--- src/rtl/sip_pkg.sv ---
package sip_pkg;
    localparam int DATA_W     = 8;
    localparam int BIT_IDX_W  = 3;
    // status byte bit positions
    localparam int ST_IBF_BIT  = 0;
    localparam int ST_INTE_BIT = 1;
    localparam int ST_INTR_BIT = 2;
    // bit set/reset command fields
    localparam int CMD_TYPE_BIT = 7;
    localparam int CMD_IDX_LO   = 1;
    localparam int CMD_VAL_BIT  = 0;

    typedef struct packed {
        logic [DATA_W-1:0] held;
        logic              ibf;
        logic              intr;
        logic              rd_data;
        logic [DATA_W-1:0] rdata;
        logic              rvalid;
    } core_state_t;
endpackage

--- src/rtl/sip_sync.sv ---
module sip_sync #(
    parameter int   STAGES = 2,
    parameter logic IDLE   = 1'b1
) (
    input  logic clk,
    input  logic rst,
    input  logic async_in,
    output logic level,
    output logic rise,
    output logic fall
);
    logic [STAGES-1:0] chain_d, chain_q;
    logic              prev_d, prev_q;

    always_comb begin
        chain_d = {chain_q[STAGES-2:0], async_in};
        prev_d  = chain_q[STAGES-1];
    end

    always_ff @(posedge clk) begin
        if (rst) begin
            chain_q <= {STAGES{IDLE}};
            prev_q  <= IDLE;
        end else begin
            chain_q <= chain_d;
            prev_q  <= prev_d;
        end
    end

    assign level = chain_q[STAGES-1];
    assign rise  = level & ~prev_q;
    assign fall  = ~level & prev_q;
endmodule

--- src/rtl/sip_ctrl.sv ---
module sip_ctrl
    import sip_pkg::*;
#(
    parameter int INTE_POS = 4
) (
    input  logic              clk,
    input  logic              rst,
    input  logic              wr_en,
    input  logic [DATA_W-1:0] wr_data,
    output logic              inte
);
    logic inte_d, inte_q;
    logic unused_cmd_bits;

    assign unused_cmd_bits = ^wr_data[DATA_W-2:CMD_IDX_LO+BIT_IDX_W];

    always_comb begin
        inte_d = inte_q;
        if (wr_en && !wr_data[CMD_TYPE_BIT] &&
            (wr_data[CMD_IDX_LO +: BIT_IDX_W] == BIT_IDX_W'(INTE_POS)))
            inte_d = wr_data[CMD_VAL_BIT];
    end

    always_ff @(posedge clk) begin
        if (rst) inte_q <= 1'b0;
        else     inte_q <= inte_d;
    end

    assign inte = inte_q;

    // without a write the enable bit cannot move
    p_inte_keep_r8: assert property (@(posedge clk) disable iff (rst)
        !wr_en |=> $stable(inte_q));
endmodule

--- src/rtl/sip_core.sv ---
module sip_core
    import sip_pkg::*;
(
    input  logic              clk,
    input  logic              rst,
    input  logic [DATA_W-1:0] pins,
    input  logic              stb_low,
    input  logic              stb_fall,
    input  logic              stb_rise,
    input  logic              rd_low,
    input  logic              rd_fall,
    input  logic              rd_rise,
    input  logic              rd_status,
    input  logic              inte,
    output logic [DATA_W-1:0] rdata,
    output logic              rvalid,
    output logic              ibf,
    output logic              intr
);
    core_state_t st_d, st_q;
    logic [DATA_W-1:0] status_byte;

    always_comb begin
        status_byte              = '0;
        status_byte[ST_IBF_BIT]  = st_q.ibf;
        status_byte[ST_INTE_BIT] = inte;
        status_byte[ST_INTR_BIT] = st_q.intr;
    end

    always_comb begin
        st_d = st_q;
        // holding register follows pins while the strobe is low
        if (stb_low) st_d.held = pins;
        // buffer-full: strobe fall sets, end of data read clears; set wins
        if (stb_fall)                      st_d.ibf = 1'b1;
        else if (rd_rise && st_q.rd_data)  st_d.ibf = 1'b0;
        // interrupt request
        if (!inte)                         st_d.intr = 1'b0;
        else if (stb_rise && st_q.ibf)     st_d.intr = 1'b1;
        else if (rd_fall && !rd_status)    st_d.intr = 1'b0;
        // remember the kind of the read in progress
        if (rd_fall)                       st_d.rd_data = !rd_status;
        else if (!rd_low && !rd_rise)      st_d.rd_data = 1'b0;
        // read result
        st_d.rvalid = rd_fall;
        if (rd_fall) st_d.rdata = rd_status ? status_byte : st_q.held;
        else         st_d.rdata = '0;
    end

    always_ff @(posedge clk) begin
        if (rst) st_q <= '0;
        else     st_q <= st_d;
    end

    assign rdata  = st_q.rdata;
    assign rvalid = st_q.rvalid;
    assign ibf    = st_q.ibf;
    assign intr   = st_q.intr;

    p_ibf_set_r2: assert property (@(posedge clk) disable iff (rst)
        stb_fall |=> st_q.ibf);
    p_ibf_clr_r3: assert property (@(posedge clk) disable iff (rst)
        (rd_rise && st_q.rd_data && !stb_fall) |=> !st_q.ibf);
    p_intr_set_r4: assert property (@(posedge clk) disable iff (rst)
        (stb_rise && inte && st_q.ibf) |=> st_q.intr);
    p_intr_clr_r6: assert property (@(posedge clk) disable iff (rst)
        (rd_fall && !rd_status && !stb_rise) |=> !st_q.intr);
    p_rvalid_r7: assert property (@(posedge clk) disable iff (rst)
        rd_fall |=> st_q.rvalid);
    p_intr_gate_r11: assert property (@(posedge clk) disable iff (rst)
        !inte |=> !st_q.intr);
endmodule

--- src/rtl/strobed_in_port.sv ---
module strobed_in_port
    import sip_pkg::*;
#(
    parameter int SYNC_STAGES = 2,
    parameter bit SIDE_B      = 1'b0
) (
    input  logic              clk,
    input  logic              rst,
    input  logic [DATA_W-1:0] port_pins,
    input  logic              stb_n,
    input  logic              rd_n,
    input  logic              rd_status,
    input  logic              wr_en,
    input  logic [DATA_W-1:0] wr_data,
    output logic [DATA_W-1:0] rdata,
    output logic              rvalid,
    output logic              ibf,
    output logic              intr
);
    localparam int INTE_POS = SIDE_B ? 2 : 4;
    localparam int N_SYNC   = 2;
    localparam int IDX_STB  = 0;
    localparam int IDX_RD   = 1;

    logic [N_SYNC-1:0] async_vec, lvl_vec, rise_vec, fall_vec;
    logic              inte;

    assign async_vec[IDX_STB] = stb_n;
    assign async_vec[IDX_RD]  = rd_n;

    for (genvar gi = 0; gi < N_SYNC; gi++) begin : g_sync
        sip_sync #(.STAGES(SYNC_STAGES), .IDLE(1'b1)) u_sync (
            .clk      (clk),
            .rst      (rst),
            .async_in (async_vec[gi]),
            .level    (lvl_vec[gi]),
            .rise     (rise_vec[gi]),
            .fall     (fall_vec[gi])
        );
    end

    sip_ctrl #(.INTE_POS(INTE_POS)) u_ctrl (
        .clk     (clk),
        .rst     (rst),
        .wr_en   (wr_en),
        .wr_data (wr_data),
        .inte    (inte)
    );

    sip_core u_core (
        .clk       (clk),
        .rst       (rst),
        .pins      (port_pins),
        .stb_low   (!lvl_vec[IDX_STB]),
        .stb_fall  (fall_vec[IDX_STB]),
        .stb_rise  (rise_vec[IDX_STB]),
        .rd_low    (!lvl_vec[IDX_RD]),
        .rd_fall   (fall_vec[IDX_RD]),
        .rd_rise   (rise_vec[IDX_RD]),
        .rd_status (rd_status),
        .inte      (inte),
        .rdata     (rdata),
        .rvalid    (rvalid),
        .ibf       (ibf),
        .intr      (intr)
    );
endmodule

--- config.mk ---
export PLATFORM = sky130hd
export DESIGN_NAME = strobed_in_port
export DESIGN_NICKNAME = d
export VERILOG_FILES = /design/src/rtl/sip_pkg.sv /design/src/rtl/sip_sync.sv /design/src/rtl/sip_ctrl.sv /design/src/rtl/sip_core.sv /design/src/rtl/strobed_in_port.sv
export SDC_FILE = /design/constraint.sdc
export NUM_CORES = 1
export LEC_CHECK = 0
export ABC_AREA = 1
export BUFFER_PORTS_ARGS = -buffer_cell sky130_fd_sc_hd__buf_2
export CAP_MARGIN = 25
export CORE_MARGIN = 4
export CORE_UTILIZATION = 48
export CTS_CLUSTER_DIAMETER = 50
export CTS_CLUSTER_SIZE = 30
export DETAILED_ROUTE_END_ITERATION = 8
export PLACE_DENSITY = 0.75
export SETUP_SLACK_MARGIN = 0.3
export SYNTH_ARGS = -nofsm -noshare
export SYNTH_HDL_FRONTEND = slang
export SYNTH_SLANG_ARGS = --single-unit
--- constraint.sdc ---
create_clock -name clk -period 0.98 [get_ports clk]
set_input_delay 0.196 -clock clk [delete_from_list [all_inputs] [get_ports clk]]
set_output_delay 0.196 -clock clk [all_outputs]
set_load 0.01 [all_outputs]
==> impl_metrics.csv <==
group,metric,value,unit
setup_path,endpoint,"ibf",
sta,whs,54.3,ps
final_layout,nets,168,
placed_design,place_area,1110,µm²
global_routing,grt_pass1_wl,2790,µm
route,drc,0,
sta,max_slew_margin,90.4,%
global_routing,antenna_found_initial,0,
setup_path,crit_fanout,2,
final_layout,diodes,0,
route,drtAntennaViolNets,0,
synth,yosysTopAreaCell,"dfxtp_1",
synth,syn_nets,137,
synth,synth_edf_count,0,
global_routing,grt_overflow,0,
sta,setup_viol,0,
sta,slew_violations,0,
floorplanning,die_area,2880,µm²
job,max_cap_viol_count,0,
floorplanning,die_w,53.7,µm
route,viasPerCell,4.44,
synth,syn_area,1000,µm²
setup_path,critical-path-max-stage-delay,350,ps
clock_tree,clkLatencyLatePin,300,ps
setup_path,rrSetupSlack,130,ps
placed_design,place_congestion,0.706,
synth,netlist_instances,115,
setup_path,r2r-end,"u_core.rdata[7]$_SDFF_PP0_",
sta,final_hold_viol_count,0,
floorplanning,core,1980,µm²
synth,synth.most_common_cell,"dfxtp_1",
synth,synth-async-reset-ratio,0,%
sta,fin_crit,969,ps
sta,timing.final.crit_share,98.9,%
clock_tree,h-tree-depth,1,
clock_tree,clk_pin_slew,140,ps
final_layout,layout-drive-gt1-share,54.5,%
setup_path,cp.arrival,770,ps
route,post_drt_wl_per_cell,9.92,µm
floorplanning,chipHeight,53.7,µm
clock_tree,clock_path_buffers,2,
placed_design,pre_cts_ws,95.0,ps
clock_tree,cts_buffers,3,
route,drtIter0Drc,4,
sta,fin_worst_skew,8.57,ps
global_routing,grt_max_degree,16,
synth,syn_avg_cell_area,8.71,µm²
synth,yosys.area.top_type_share,53.9,%
floorplanning,start_util,50.6,%
pwr,leakage,0.608,nW
sta,rsz0062_at_grt,"yes",
clock_tree,clock-sinks,27,
synth,synth.top_cells.by_area,"dfxtp_1, buf_4, nand2_1",
floorplanning,pin_count,33,
route,vias,764,
status,status,"completed",
synth,synthDistinctLibCells,16,
sta,fmax,1.03,GHz
setup_path,required,780,ps
clock_tree,cts_tree,"built",
final_layout,seq_area,552,µm²
setup_path,path_class,"reg -> out",
setup_path,r2r-start,"g_sync[1].u_sync.chain_q[1]$_SDFF_PP1_",
pwr,vdd_drop_max,768,µV
global_routing,first_global_vias,717,
setup_path,end_kind,"output pin",
setup_path,crit_chain,"buf_6",
sta,tns,0,ps
synth,synth_seq_cells,27,
final_layout,design_area,1320,µm²
setup_path,crit_slowest_cell,"dfxtp_2",
placed_design,hpwl,1200,µm
setup_path,r2r_cells,5,
pwr,total_power,1.77,mW
route,dr.pass1.iters,4,
setup_path,crit_cells,1,
synth,synth_common_cells,"dfxtp_1, nand2_1, inv_1, nor2_1, buf_4",
setup_path,worstSetupStartpointType,"flip-flop",
sta,worst_pin_slew,144,ps
synth,yosysSeqAreaShare,53.9,%
setup_path,crit_start,"u_core.ibf$_SDFFE_PP0P_",
final_layout,syn2layout_area_growth,31.3,%
pwr,p_per_area,1350,nW/µm²
final_layout,nFillCells,147,
sta,setup_ws,10.9,ps
final_layout,multi_input_area,402,µm²
clock_tree,cts_root_buf,"clkbuf_4",
hold_path,hp-class,"in -> reg",
route,routed_wl,1710,µm
placed_design,port_buffers,29,
floorplanning,num_rows,16,
setup_path,worstPathBufferInverterCount,1,
setup_path,critPathTopFamily,"flip-flops",
global_routing,grt_usage,13.0,%
synth,synth-main-ff-cell,"dfxtp_1",
synth,yosysWarnings,0,
-- through the flow --
step	cells	util, %
5_1_grt	172	66.4
6_report	172	66.4
4_1_cts	172	64.2
3_3_place_gp	162	56.3
2_1_floorplan	115	-
3_5_place_dp	162	56.3
-- flip-flops by register name (all words and copies together), names as in the netlist --
register,count
u_core.st_q,9
u_core.rdata,8
g_sync.u_sync.chain_q,4
g_sync.u_sync.prev_q,2
u_core.ibf,1
u_core.intr,1
u_core.rvalid,1
u_ctrl.inte,1
-- routing by layer --
layer,routed length [µm],global-route usage [%],vias up
li1,-,-,403
met1,745,15.4,337
met2,827,23.0,22
met3,120,2.49,2
met4,13,4.68,0
met5,0,0,-
-- worst min-delay path by stage --
stage / cells past startpoint / end / startpoint
floorplan: 1 / u_core.st_q[9]$_SDFFE_PP0P_ / rst
global placement: 2 / g_sync[1].u_sync.chain_q[0]$_SDFF_PP1_ / rd_n
detailed placement: 2 / g_sync[0].u_sync.chain_q[0]$_SDFF_PP1_ / stb_n
CTS: 2 / g_sync[0].u_sync.chain_q[0]$_SDFF_PP1_ / stb_n
global route: 2 / g_sync[0].u_sync.chain_q[0]$_SDFF_PP1_ / stb_n
finish: 2 / g_sync[0].u_sync.chain_q[0]$_SDFF_PP1_ / stb_n
-- area by class of cell --
class,count,area share (%)
sequential,27,41.9
tap,27,2.57
clock inverter,1,0.380
clock buffer,3,1.71
multi-input combinational,61,30.5
inverter,17,5.80
timing repair buffer,36,17.1
-- layout by cell type (no fill, tap or decap), types with 4 or more instances in the layout --
master / count
buf_2: 27
dfxtp_1: 22
nand2_1: 12
nor2_1: 12
inv_1: 11
o21ai_2: 8
a21oi_2: 6
buf_6: 6
nor2_2: 5
or2_1: 4
-- power breakdown --
part | internal, mW | total [mW] | leakage [nW] | switching [mW]
registers | 1.13 | 1.15 | 0.221 | 0.0204
clock network | 0.152 | 0.439 | 0.0177 | 0.287
logic | 0.0858 | 0.183 | 0.370 | 0.0975
-- what timing repair did --
| item | CTS | global route |
|---|---|---|
| resized for setup | 27 | 12 |
| pin swaps | 6 | 4 |
| setup endpoints to repair | 31 | 32 |
| setup buffers | 6 | 0 |
| hold buffers | 0 | 0 |
-- cells by family (layout without fill, tap and decap cells) --
family | count (synthesis) | after routing | share of synthesized area, %
buffers and inverters | 27 | 57 | 13.9
flip-flops | 27 | 27 | 53.9
AO/OA/AOI/OAI | 18 | 18 | 10.2
AND/OR/NAND/NOR | 43 | 43 | 22.0
Note: power is estimated with default switching activity, not from simulation.
